--- src/rtl/dma_pag_pkg.sv ---
package dma_pag_pkg;

    typedef struct packed {
        logic word;
        logic autoinit;
        logic down;
    } xfer_mode_t;

    function automatic logic [1:0] lane_sel(input logic word, input logic a0);
        if (word) return 2'b11;
        return a0 ? 2'b10 : 2'b01;
    endfunction

endpackage

--- src/rtl/dma_pag_chan.sv ---
module dma_pag_chan
    import dma_pag_pkg::*;
#(
    parameter int CNT_W   = 16,
    parameter int PAGE_W  = 8,
    parameter int HPAGE_W = 8
) (
    input  logic               clk,
    input  logic               rst,
    input  logic               load_i,
    input  logic [CNT_W-1:0]   base_addr_i,
    input  logic [CNT_W-1:0]   base_count_i,
    input  logic [PAGE_W-1:0]  page_i,
    input  logic [HPAGE_W-1:0] hpage_i,
    input  xfer_mode_t         mode_i,
    input  logic               xfer_i,
    output logic [CNT_W-1:0]   cur_addr_o,
    output logic [CNT_W-1:0]   cur_count_o,
    output logic [PAGE_W-1:0]  page_o,
    output logic [HPAGE_W-1:0] hpage_o,
    output xfer_mode_t         mode_o,
    output logic               tc_o
);
    localparam logic [CNT_W-1:0] ONE = CNT_W'(1);

    logic [CNT_W-1:0] base_addr_q, base_cnt_q, cur_addr_q, cur_cnt_q;
    logic             armed_q;
    logic             take;
    logic             last;

    assign take = xfer_i && armed_q && !load_i;
    assign last = (cur_cnt_q == '0);
    assign tc_o = take && last;

    always_ff @(posedge clk) begin
        if (rst) begin
            base_addr_q <= '0;
            base_cnt_q  <= '0;
            cur_addr_q  <= '0;
            cur_cnt_q   <= '0;
            page_o      <= '0;
            hpage_o     <= '0;
            mode_o      <= '0;
            armed_q     <= 1'b0;
        end else if (load_i) begin
            base_addr_q <= base_addr_i;
            base_cnt_q  <= base_count_i;
            cur_addr_q  <= base_addr_i;
            cur_cnt_q   <= base_count_i;
            page_o      <= page_i;
            hpage_o     <= hpage_i;
            mode_o      <= mode_i;
            armed_q     <= 1'b1;
        end else if (take) begin
            if (last && mode_o.autoinit) begin
                cur_addr_q <= base_addr_q;
                cur_cnt_q  <= base_cnt_q;
            end else begin
                cur_addr_q <= mode_o.down ? cur_addr_q - ONE : cur_addr_q + ONE;
                cur_cnt_q  <= cur_cnt_q - ONE;
                if (last) armed_q <= 1'b0;
            end
        end
    end

    assign cur_addr_o  = cur_addr_q;
    assign cur_count_o = cur_cnt_q;


    load_copy_chk: assert property (@(posedge clk) disable iff (rst)
        load_i |=> (cur_addr_q == $past(base_addr_i)) && (cur_cnt_q == $past(base_count_i)));


    count_step_chk: assert property (@(posedge clk) disable iff (rst)
        (xfer_i && armed_q && !load_i && !(last && mode_o.autoinit))
        |=> cur_cnt_q == $past(cur_cnt_q) - ONE);


    stop_after_tc_chk: assert property (@(posedge clk) disable iff (rst)
        (tc_o && !mode_o.autoinit) |=> !armed_q);


    idle_hold_chk: assert property (@(posedge clk) disable iff (rst)
        (!armed_q && !load_i) |=> $stable(cur_addr_q) && $stable(cur_cnt_q));


    reload_chk: assert property (@(posedge clk) disable iff (rst)
        (tc_o && mode_o.autoinit) |=> (cur_addr_q == base_addr_q) && (cur_cnt_q == base_cnt_q) && armed_q);

endmodule

--- src/rtl/dma_pag_map.sv ---
module dma_pag_map
    import dma_pag_pkg::*;
#(
    parameter int CNT_W   = 16,
    parameter int PAGE_W  = 8,
    parameter int HPAGE_W = 8,
    parameter bit HIGH_EN = 1'b1,
    parameter int PHYS_W  = HPAGE_W + PAGE_W + CNT_W
) (
    input  logic [CNT_W-1:0]   cur_addr_i,
    input  logic [PAGE_W-1:0]  page_i,
    input  logic [HPAGE_W-1:0] hpage_i,
    input  logic               word_i,
    output logic [PHYS_W-1:0]  phys_o,
    output logic [1:0]         be_o
);
    localparam int LOW_W = PAGE_W + CNT_W;

    logic [HPAGE_W-1:0] hp_eff;
    logic [LOW_W-1:0]   low;

    generate
        if (HIGH_EN) begin : g_hpage
            assign hp_eff = hpage_i;
        end else begin : g_no_hpage
            assign hp_eff = '0;
        end
    endgenerate

    always_comb begin
        if (word_i) low = {page_i[PAGE_W-1:1], cur_addr_i, 1'b0};
        else        low = {page_i, cur_addr_i};
    end

    assign phys_o = {hp_eff, low};
    assign be_o   = lane_sel(word_i, cur_addr_i[0]);

endmodule

--- src/rtl/dma_paged_addr_gen.sv ---
module dma_paged_addr_gen
    import dma_pag_pkg::*;
#(
    parameter int CNT_W   = 16,
    parameter int PAGE_W  = 8,
    parameter int HPAGE_W = 8,
    parameter bit HIGH_EN = 1'b1
) (
    input  logic                              clk,
    input  logic                              rst,
    input  logic                              load_i,
    input  logic [CNT_W-1:0]                  base_addr_i,
    input  logic [CNT_W-1:0]                  base_count_i,
    input  logic [PAGE_W-1:0]                 page_i,
    input  logic [HPAGE_W-1:0]                page_hi_i,
    input  logic                              mode_word_i,
    input  logic                              mode_auto_i,
    input  logic                              mode_down_i,
    input  logic                              xfer_i,
    output logic [HPAGE_W+PAGE_W+CNT_W-1:0]   phys_addr_o,
    output logic [1:0]                        byte_en_o,
    output logic                              tc_o,
    output logic [CNT_W-1:0]                  cur_addr_o,
    output logic [CNT_W-1:0]                  cur_count_o
);
    localparam int PHYS_W = HPAGE_W + PAGE_W + CNT_W;

    xfer_mode_t         mode_in, mode_q;
    logic [PAGE_W-1:0]  page_q;
    logic [HPAGE_W-1:0] hpage_q;

    assign mode_in = '{word: mode_word_i, autoinit: mode_auto_i, down: mode_down_i};

    dma_pag_chan #(.CNT_W(CNT_W), .PAGE_W(PAGE_W), .HPAGE_W(HPAGE_W)) u_chan (
        .clk          (clk),
        .rst          (rst),
        .load_i       (load_i),
        .base_addr_i  (base_addr_i),
        .base_count_i (base_count_i),
        .page_i       (page_i),
        .hpage_i      (page_hi_i),
        .mode_i       (mode_in),
        .xfer_i       (xfer_i),
        .cur_addr_o   (cur_addr_o),
        .cur_count_o  (cur_count_o),
        .page_o       (page_q),
        .hpage_o      (hpage_q),
        .mode_o       (mode_q),
        .tc_o         (tc_o)
    );

    dma_pag_map #(.CNT_W(CNT_W), .PAGE_W(PAGE_W), .HPAGE_W(HPAGE_W),
                  .HIGH_EN(HIGH_EN), .PHYS_W(PHYS_W)) u_map (
        .cur_addr_i (cur_addr_o),
        .page_i     (page_q),
        .hpage_i    (hpage_q),
        .word_i     (mode_q.word),
        .phys_o     (phys_addr_o),
        .be_o       (byte_en_o)
    );


    page_window_chk: assert property (@(posedge clk) disable iff (rst)
        !load_i |=> $stable(phys_addr_o[PHYS_W-1:CNT_W+1]));


    byte_lane_chk: assert property (@(posedge clk) disable iff (rst)
        !mode_q.word |-> $onehot(byte_en_o));


    idle_tc_chk: assert property (@(posedge clk) disable iff (rst)
        !xfer_i |-> !tc_o);

endmodule

--- config.mk ---
export PLATFORM = sky130hd
export DESIGN_NAME = dma_paged_addr_gen
export DESIGN_NICKNAME = d
export VERILOG_FILES = /design/src/rtl/dma_pag_pkg.sv /design/src/rtl/dma_pag_chan.sv /design/src/rtl/dma_pag_map.sv /design/src/rtl/dma_paged_addr_gen.sv
export SDC_FILE = /design/constraint.sdc
export NUM_CORES = 1
export LEC_CHECK = 0
export ABC_AREA = 0
export CORE_ASPECT_RATIO = 1.1
export CORE_MARGIN = 3
export CORE_UTILIZATION = 40
export CTS_BUF_LIST = sky130_fd_sc_hd__clkbuf_4 sky130_fd_sc_hd__clkbuf_8
export CTS_CLUSTER_DIAMETER = 100
export DETAILED_ROUTE_END_ITERATION = 10
export DONT_BUFFER_PORTS = 1
export GPL_ROUTABILITY_DRIVEN = 0
export MAX_ROUTING_LAYER = met4
export PLACE_DENSITY = 0.52
export SYNTH_ARGS = -nofsm -noshare
export SYNTH_HDL_FRONTEND = slang
export SYNTH_HIERARCHICAL = 1
export SYNTH_SLANG_ARGS = --single-unit
--- constraint.sdc ---
create_clock -name clk -period 3.4 [get_ports clk]
set_input_delay 0.34 -clock clk [delete_from_list [all_inputs] [get_ports clk]]
set_output_delay 0.34 -clock clk [all_outputs]
set_load 0.005 [all_outputs]
* Word level (Yosys, flattened, before mapping)
Index checks and enable logic that the tools add are counted.
** Word-level totals
- Bits in registers :: 84
- Bits in latches :: 0
- Memory bits (writable) :: 0
- ROM bits :: 0
- Input bits :: 55
- Output and inout bits :: 67
- Logic and storage cells :: 39
- Memories :: 0
** Operators by class
- $add $sub $neg :: 3
- $mul :: 0
- Div/mod/pow operators :: 0
- Magnitude comparators :: 0
- Equality and inequality tests :: 1
- Shifts and indexed selects :: 0
- Muxes and demuxes :: 16
- Bitwise operators :: 0
- Reductions and logical operators :: 9
** Operators by type and width (count)
- 2-to-1 mux 16 bit :: 7
- subtractor 16 x 1 -> 16 bit (second input constant) :: 2
- 2-to-1 mux 17 bit :: 1
- adder 16 x 1 -> 16 bit (second input constant) :: 1
- zero test 16 bit :: 1
- 2-to-1 mux 2 bit :: 3
- 2-to-1 mux 1 bit :: 5
- logical AND 1 bit :: 4
- nonzero test 2 bit :: 2
- AND reduction 3 bit :: 1
- inequality test 2 bit (second input constant) :: 1
- zero test 1 bit :: 1

* Depth between registers and ports, before layout
Gate-level depths: netlist (run 1).
- Word-level depth :: 5
- Gate-level depth with buffers :: 11

* Modules after synthesis
The synthesis (run 1) kept the hierarchy.
** Modules (own cells, without submodules)
- dma_pag_chan :: times used 1, cells each 491, area an instance 4237.8 um^2
- dma_pag_map :: times used 1, cells each 36, area an instance 371.6 um^2

* Least setup slack after synthesis (run 1)
OpenSTA, ideal clock, no wires.
- Path kind :: reg2reg
- Start point :: reg u_chan.cur_cnt_q[0] (netlist: u_chan/cur_count_o[0])
- End point :: reg u_chan.cur_addr_q[11] (netlist: u_chan/cur_addr_o[11])
- Library setup time :: 0.086 ns
- Arrival time :: 2.701 ns
- Required time :: 3.314 ns
- Slack :: 0.613 ns
- Stages on the path, launching flop included :: 11
- Buffers on the path :: 3
- Period minus slack after synthesis :: 2.787 ns
- Cell sequence :: dfxtp_1 inv_1 ha_1 or3b_1 clkbuf_1 or4_4 or4b_4 buf_6 buf_2 mux2i_1 a211oi_1
** Between the ends
- Longest elaborated chain between the ends :: 5
** Ends and longest elaborated chain
- from (decl) :: RTL line dma_pag_chan.sv:26 : logic [CNT_W-1:0] base_addr_q, base_cnt_q, cur_addr_q, cur_cnt_q;
- from (signal assigned) :: RTL line dma_pag_chan.sv:49 : cur_cnt_q <= base_count_i;
- from (signal assigned) :: RTL line dma_pag_chan.sv:57 : cur_cnt_q <= base_cnt_q;
- from (signal assigned) :: RTL line dma_pag_chan.sv:60 : cur_cnt_q <= cur_cnt_q - ONE;
- zero test 16 bit :: RTL line dma_pag_chan.sv:32 : assign last = (cur_cnt_q == '0);
- logical AND 1 bit :: RTL line dma_pag_chan.sv:55 : if (last && mode_o.autoinit) begin
- 2-to-1 mux 16 bit :: RTL line dma_pag_chan.sv:55
- 2-to-1 mux 16 bit :: RTL line dma_pag_chan.sv:54 : end else if (take) begin
- 2-to-1 mux 16 bit :: RTL line dma_pag_chan.sv:45 : end else if (load_i) begin
- to (signal assigned) :: RTL line dma_pag_chan.sv:48 : cur_addr_q <= base_addr_i;
- to (signal assigned) :: RTL line dma_pag_chan.sv:56 : cur_addr_q <= base_addr_q;
- to (signal assigned) :: RTL line dma_pag_chan.sv:59 : cur_addr_q <= mode_o.down ? cur_addr_q - ONE : cur_addr_q + ONE;
- to (decl) :: RTL line dma_pag_chan.sv:26
Every way passes these cells. The select of a mux whose other input is x is not followed.
A chain may end at the register's enable or synchronous reset.

* Final worst setup path (run 1)
- Start point :: reg u_chan.cur_cnt_q[0] (netlist: u_chan/cur_count_o[0])
- End point :: reg u_chan.cur_cnt_q[13] (netlist: u_chan/cur_count_o[13])
** Between the ends
- Longest elaborated chain between the ends :: 5
- Elaborated cells between the ends (all ways) :: 6
** Ends and longest elaborated chain (RTL line)
- branches (longest 2 deep; another with subtractor 16 x 1 -> 16 bit)
- 2-to-1 mux 16 bit * :: dma_pag_chan.sv:55
- 2-to-1 mux 16 bit * :: dma_pag_chan.sv:54
- 2-to-1 mux 16 bit * :: dma_pag_chan.sv:45
Every way passes the cells marked *. The select of a mux whose other input is x is not followed.

==> results of run 1 <==
==> routing by layer <==
layer / wire length, um / track usage (%) / vias to the layer above
met5: 0 / - / -
met4: 131 / 4.50 / 0
met3: 811 / 6.01 / 13
met2: 6080 / 32.4 / 98
met1: 5310 / 23.0 / 1762
li1: - / - / 1810
==> state kept, by name, summed over array words and instances (netlist names) <==
name                cells
u_chan/armed_q          1
u_chan/base_addr_q     16
u_chan/base_cnt_q      16
u_chan/cur_addr_o      16
u_chan/cur_count_o     16
u_chan/hpage_o          8
u_chan/mode_o           3
u_chan/page_o           8
==> final timing paths <==
check                         from                     end  slack (ns)  cells after the start
max          u_chan/cur_count_o[0]  u_chan/cur_count_o[13]        0.46                      9
min reg2reg  u_chan/base_addr_q[2]   u_chan/base_addr_q[2]        0.47                      2
min                            rst    u_chan/base_cnt_q[5]        0.05                      1
max reg2reg  u_chan/cur_count_o[0]  u_chan/cur_count_o[13]        0.46                      9
==> cells by family after synthesis <==
kind of cell / after synthesis / share of synthesized area [%]
adder cells (fa/ha/maj): 16 / 4.51
AO/OA/AOI/OAI: 121 / 17.9
multiplexers: 57 / 13.4
buffers and inverters: 61 / 7.25
XOR/XNOR: 25 / 4.75
AND/OR/NAND/NOR: 163 / 15.8
flip-flops: 84 / 36.5
==> worst register-to-register path, delay by kind of cell (launching register included) <==
| family | cells | cell delay, ns |
|---|---|---|
| AOI/OAI and AO/OA | 2 | 0.30 |
| adders and majority gates | 1 | 0.18 |
| buffers and inverters | 1 | 0.10 |
| DFF | 1 | 0.37 |
| and+or+nand+nor | 5 | 1.88 |
==> where the power goes <==
group	total [uW]	internal, uW	switching [uW]
Clock	711	342	370
Combinational	384	187	197
Sequential	1140	1050	90.2
Total	2240	1580	657
==> through the flow <==
stage	utilization (%)	hold slack [ns]	instance area, sq um	cells
2_1_floorplan	-	0.445	4610	527
3_3_place_gp	40.9	0.417	4550	630
3_5_place_dp	40.9	0.419	4550	630
4_1_cts	42.6	0.0218	4730	645
5_1_grt	42.6	0.0284	4730	645
6_report	42.6	0.0501	4730	645
==> layout by cell type (no fill, tap or decap), types with 11 or more instances in the layout <==
cell,instances
a21oi_1,33
xnor2_1,16
o22ai_1,12
o211ai_1,14
mux2i_1,41
nor2_1,70
ha_1,15
dfxtp_1,84
nand2_1,46
a311oi_1,11
nor3_1,13
==> final cells by class <==
cell class                      count  area (sq um)  area share (%)
Clock buffer                       10           131            2.78
Tap cell                          147           184            3.89
Clock inverter                      5          53.8            1.14
Multi-Input combinational cell    382          2590            54.8
Sequential cell                    84          1680            35.5
Timing Repair Buffer                6          45.0           0.952
Inverter                           11          41.3           0.873
==> flow_summary.toml, run 1 <==
[outcome]
outcome = "completed"

[sta]
final-setup-viol-count = 0
post-route-period-util_pct = 86.4
post-route-min-period_ns = 2.94
fmax_mhz = 340
tightestPinTransition_ns = 1.08
slew_violations = 0
rsz0062_at_grt = "no"
timing.slew.headroom_pct = 27.9
skew_ns = 0.0116
setup_slack_ns = 0.461
hold_violations = 0
setup_tns_ns = 0

[synthesis]
synth_ff_type = "dfxtp_1"
yosys_warnings = 6
syn_nets = 598
synthTopCellsByCount = "dfxtp_1, nor2_1, nand2_1"
synthArstFlopShare_pct = 0
yosysUniqueCellTypes = 60
ys_seq_elements = 84
yosysMostFrequentCell = "dfxtp_1"
synth.avg_cell_area_sq_um = 8.75
synth-edff-count = 0
syn_area_sq_mm = 0.00461
synthCells = 527
netlist_top_cells_area = "dfxtp_1, mux2i_1, nor2_1"
synth.top_cell.area_share_pct = 36.5
ys_seq_area_share_pct = 36.5
synth_largest_area_cell = "dfxtp_1"

[routing]
vias = 3683
first_pass_iters = 5
via_per_inst = 5.71
ant_nets = 0
drcViolationCount = 0
wire_per_inst_um = 19.1
wl_mm = 12.3
drt_iter0_markers = 181

[setup_path]
endpoint_kind = "flip-flop"
worstPathRequired_ns = 3.65
worstPathCellList = "inv_1 > ha_1 > or3b_1 > or4_4 > or4b_4 > nor2_1 > a21oi_1 > a222oi_1 > nor2_1"
critPathMaxStageDelay_ns = 0.74
timing.critical_path.buf_inv = 1
crit_path_max_fanout = 35
cpLargestDelayFamily = "simple AND/OR/NAND/NOR gates"
crit_type = "reg -> reg"
critPathMostFrequentCell = "nor2_1"
crit_arrival_ns = 3.19
start_kind = "flip-flop"
slowest_stage = "or4b_4"

[clocking]
cts_sinks = 84
clock_path_buffers = 2
cts_tree = "built"
cts_made_buffers = 9
clk_pin_slew_ns = 0.09
post_cts_buffers = 0
htreeDepth = 3
postCtsHoldBufs = 0
root_buffer = "clkbuf_8"
worstSkewPairLatency_ns = 0.36
post_cts_resized = 0

[power]
total_leakage_power_uw = 0.00196
power_density_mw_per_mm2 = 473
finalPower_uw = 2240
irDropWorstVdd_mv = 0.193

[cells_and_area]
fin_nets = 565
areaGrowthSynthToFinish_pct = 2.63
fillers = 1169
layout-drive-gt1-share_pct = 9.44
antenna_cells = 0

[global_routing]
grt_max_degree = 80
grt-ovfl-total = 0
antenna_found_initial = 0
grt_pass1_wl_mm = 19.2
grt_pass1_vias = 3630
grt_usage_pct = 19.5

[placed_design]
post-dp-hpwl_mm = 8.14
post-place-ws_ns = 0.485
port_buffers = 0

[flow_run]
maxCapViolCount = 0

[floorplanning]
io_pins = 122
die_area_sq_mm = 0.0128
core_sq_mm = 0.0111
fp.dieW_um = 108
fp-row-count = 40
start_util_pct = 41.5
die_h_um = 119

[min_path]
hold_class = "in -> reg"
Power figures use the tool's default switching activity.
==> inputs of run 2 (changes only) <==
CORE_UTILIZATION = 56   (was 40)
PLACE_DENSITY = 0.69   (was 0.52)
SLEW_MARGIN = 20   (was unset)
==> run 2 against run 1 <==
Die area is 27% lower. Critical path depth stayed put. Largest cell class unchanged. Sequential share of layout area is 0.32 points higher. Setup slack worse by 0.15 ns.
==> flow_summary.toml, run 2 (synthesis results as in run 1) <==
[setup_path]
endpoint_kind = "flip-flop"
regToRegEndpoint = "u_chan/cur_count_o[13]"
start_kind = "flip-flop"
crit_type = "reg -> reg"
rrSetupSlack_ns = 0.31
r2r_start = "u_chan/cur_count_o[0]"
worstPathRequired_ns = 3.64
crit_arrival_ns = 3.32
worst-r2r-cell-count = 9
crit_path_max_fanout = 35

[sta]
skew_ns = 0.00645
whs_ns = 0.0571
fmax_mhz = 324
slew_violations = 0
hold_violations = 0
post-route-min-period_ns = 3.09
post-route-period-util_pct = 90.8
rsz0062_at_grt = "no"
final-setup-viol-count = 0
timing.slew.headroom_pct = 33.3
tightestPinTransition_ns = 1.00
setup_tns_ns = 0

[flow_run]
maxCapViolCount = 0

[power]
power_density_mw_per_mm2 = 479
finalPower_uw = 2240
total_leakage_power_uw = 0.00195
irDropWorstVdd_mv = 0.307

[clocking]
post_cts_buffers = 0
cts_tree = "built"
htreeDepth = 3
root_buffer = "clkbuf_8"
worstSkewPairLatency_ns = 0.35
post_cts_resized = 0
cts_made_buffers = 9
postCtsHoldBufs = 0
clock_path_buffers = 2
clk_pin_slew_ns = 0.09
cts_sinks = 84

[min_path]
hold_depth = 1
hold_class = "in -> reg"
min_to = "u_chan/base_addr_q[2]"
min_from = "rst"

[cells_and_area]
layout-drive-gt1-share_pct = 9.44
areaGrowthSynthToFinish_pct = 1.71
fin_util_pct = 58.9
fin_nets = 564
antenna_cells = 0
layout_common_cells = "dfxtp_1, nor2_1, nand2_1"
design_area_sq_mm = 0.00469
final_common_cell = "dfxtp_1"

[routing]
wire_per_inst_um = 18.2
vias = 3722
via_per_inst = 6.14
ant_nets = 0
drcViolationCount = 0
wl_mm = 11.1
first_pass_iters = 5
drt_iter0_markers = 138

[floorplanning]
core_sq_mm = 0.00796
die_h_um = 101
io_pins = 122
fp.dieW_um = 92.5
fp-row-count = 34
die_area_sq_mm = 0.00936
start_util_pct = 57.9

[global_routing]
grt_pass1_vias = 3698
antenna_found_initial = 0
grt_max_degree = 80
grt-ovfl-total = 0
grt_usage_pct = 24.4
grt_pass1_wl_mm = 17.8

[placed_design]
post-dp-hpwl_mm = 7.38
port_buffers = 0
dpl-instance-area_sq_mm = 0.00449

[outcome]
outcome = "completed"
[run 2: cell types whose count changed in the layout (fill, tap and decap cells not counted), sizes merged]
cell,change
inv,+2
clkinvlp,+3
buf,-1
clkinv,-3
clkbuf,-1
[run 2: metrics by stage]
stage                     setup slack (ns)  instances
final                                0.314        606
after global routing                 0.106        606
after CTS                            0.335        606
after detailed placement             0.357        590
after global placement               0.390        590
after floorplan                      0.613        527
[run 2: per-layer routing]
layer	vias up	global-route usage, %	wire length [um]
li1	1811	-	-
met1	1772	28.3	4530
met2	127	41.6	5580
met3	12	5.65	810
met4	0	8.00	140
met5	-	-	0
[run 2: final cells by class]
cell class                 instances  area, sq um
fill                             713         3270
multi-input combinational        382         2590
sequential                        84         1680
tap                              108          135
clock buffer                       9          124
clock inverter                     7         75.1
inverter                          11         41.3
timing repair buffer               5         37.5
[run 2: report_power, final]
group          leakage, uW  switching, uW  internal (uW)
Sequential        0.000695           87.8           1050
Combinational      0.00116            197            186
Clock            0.0000923            378            343
[run 2: how the worst max path moves through the flow]
stage | slack, ns | start | endpoint | depth (start not counted)
finish | 0.31 | u_chan/cur_count_o[0] | u_chan/cur_count_o[13] | 9
global route | 0.11 | u_chan/cur_count_o[0] | u_chan/cur_count_o[13] | 9
CTS | 0.34 | u_chan/cur_count_o[0] | u_chan/cur_count_o[13] | 9
detailed placement | 0.36 | u_chan/cur_count_o[0] | u_chan/cur_count_o[13] | 9
global placement | 0.39 | u_chan/cur_count_o[0] | u_chan/cur_count_o[13] | 9
floorplan | 0.61 | u_chan/cur_count_o[0] | u_chan/cur_addr_o[11] | 10
[run 2: critical path, stage by stage, from the launching register on]
cell and delay [ns]:
dfxtp_1 0.37, inv_1 0.11, ha_1 0.18, or3b_1 0.50
or4_4 0.55, or4b_4 0.74, nor2_1 0.16, a21oi_1 0.05
a222oi_1 0.25, nor2_1 0.07
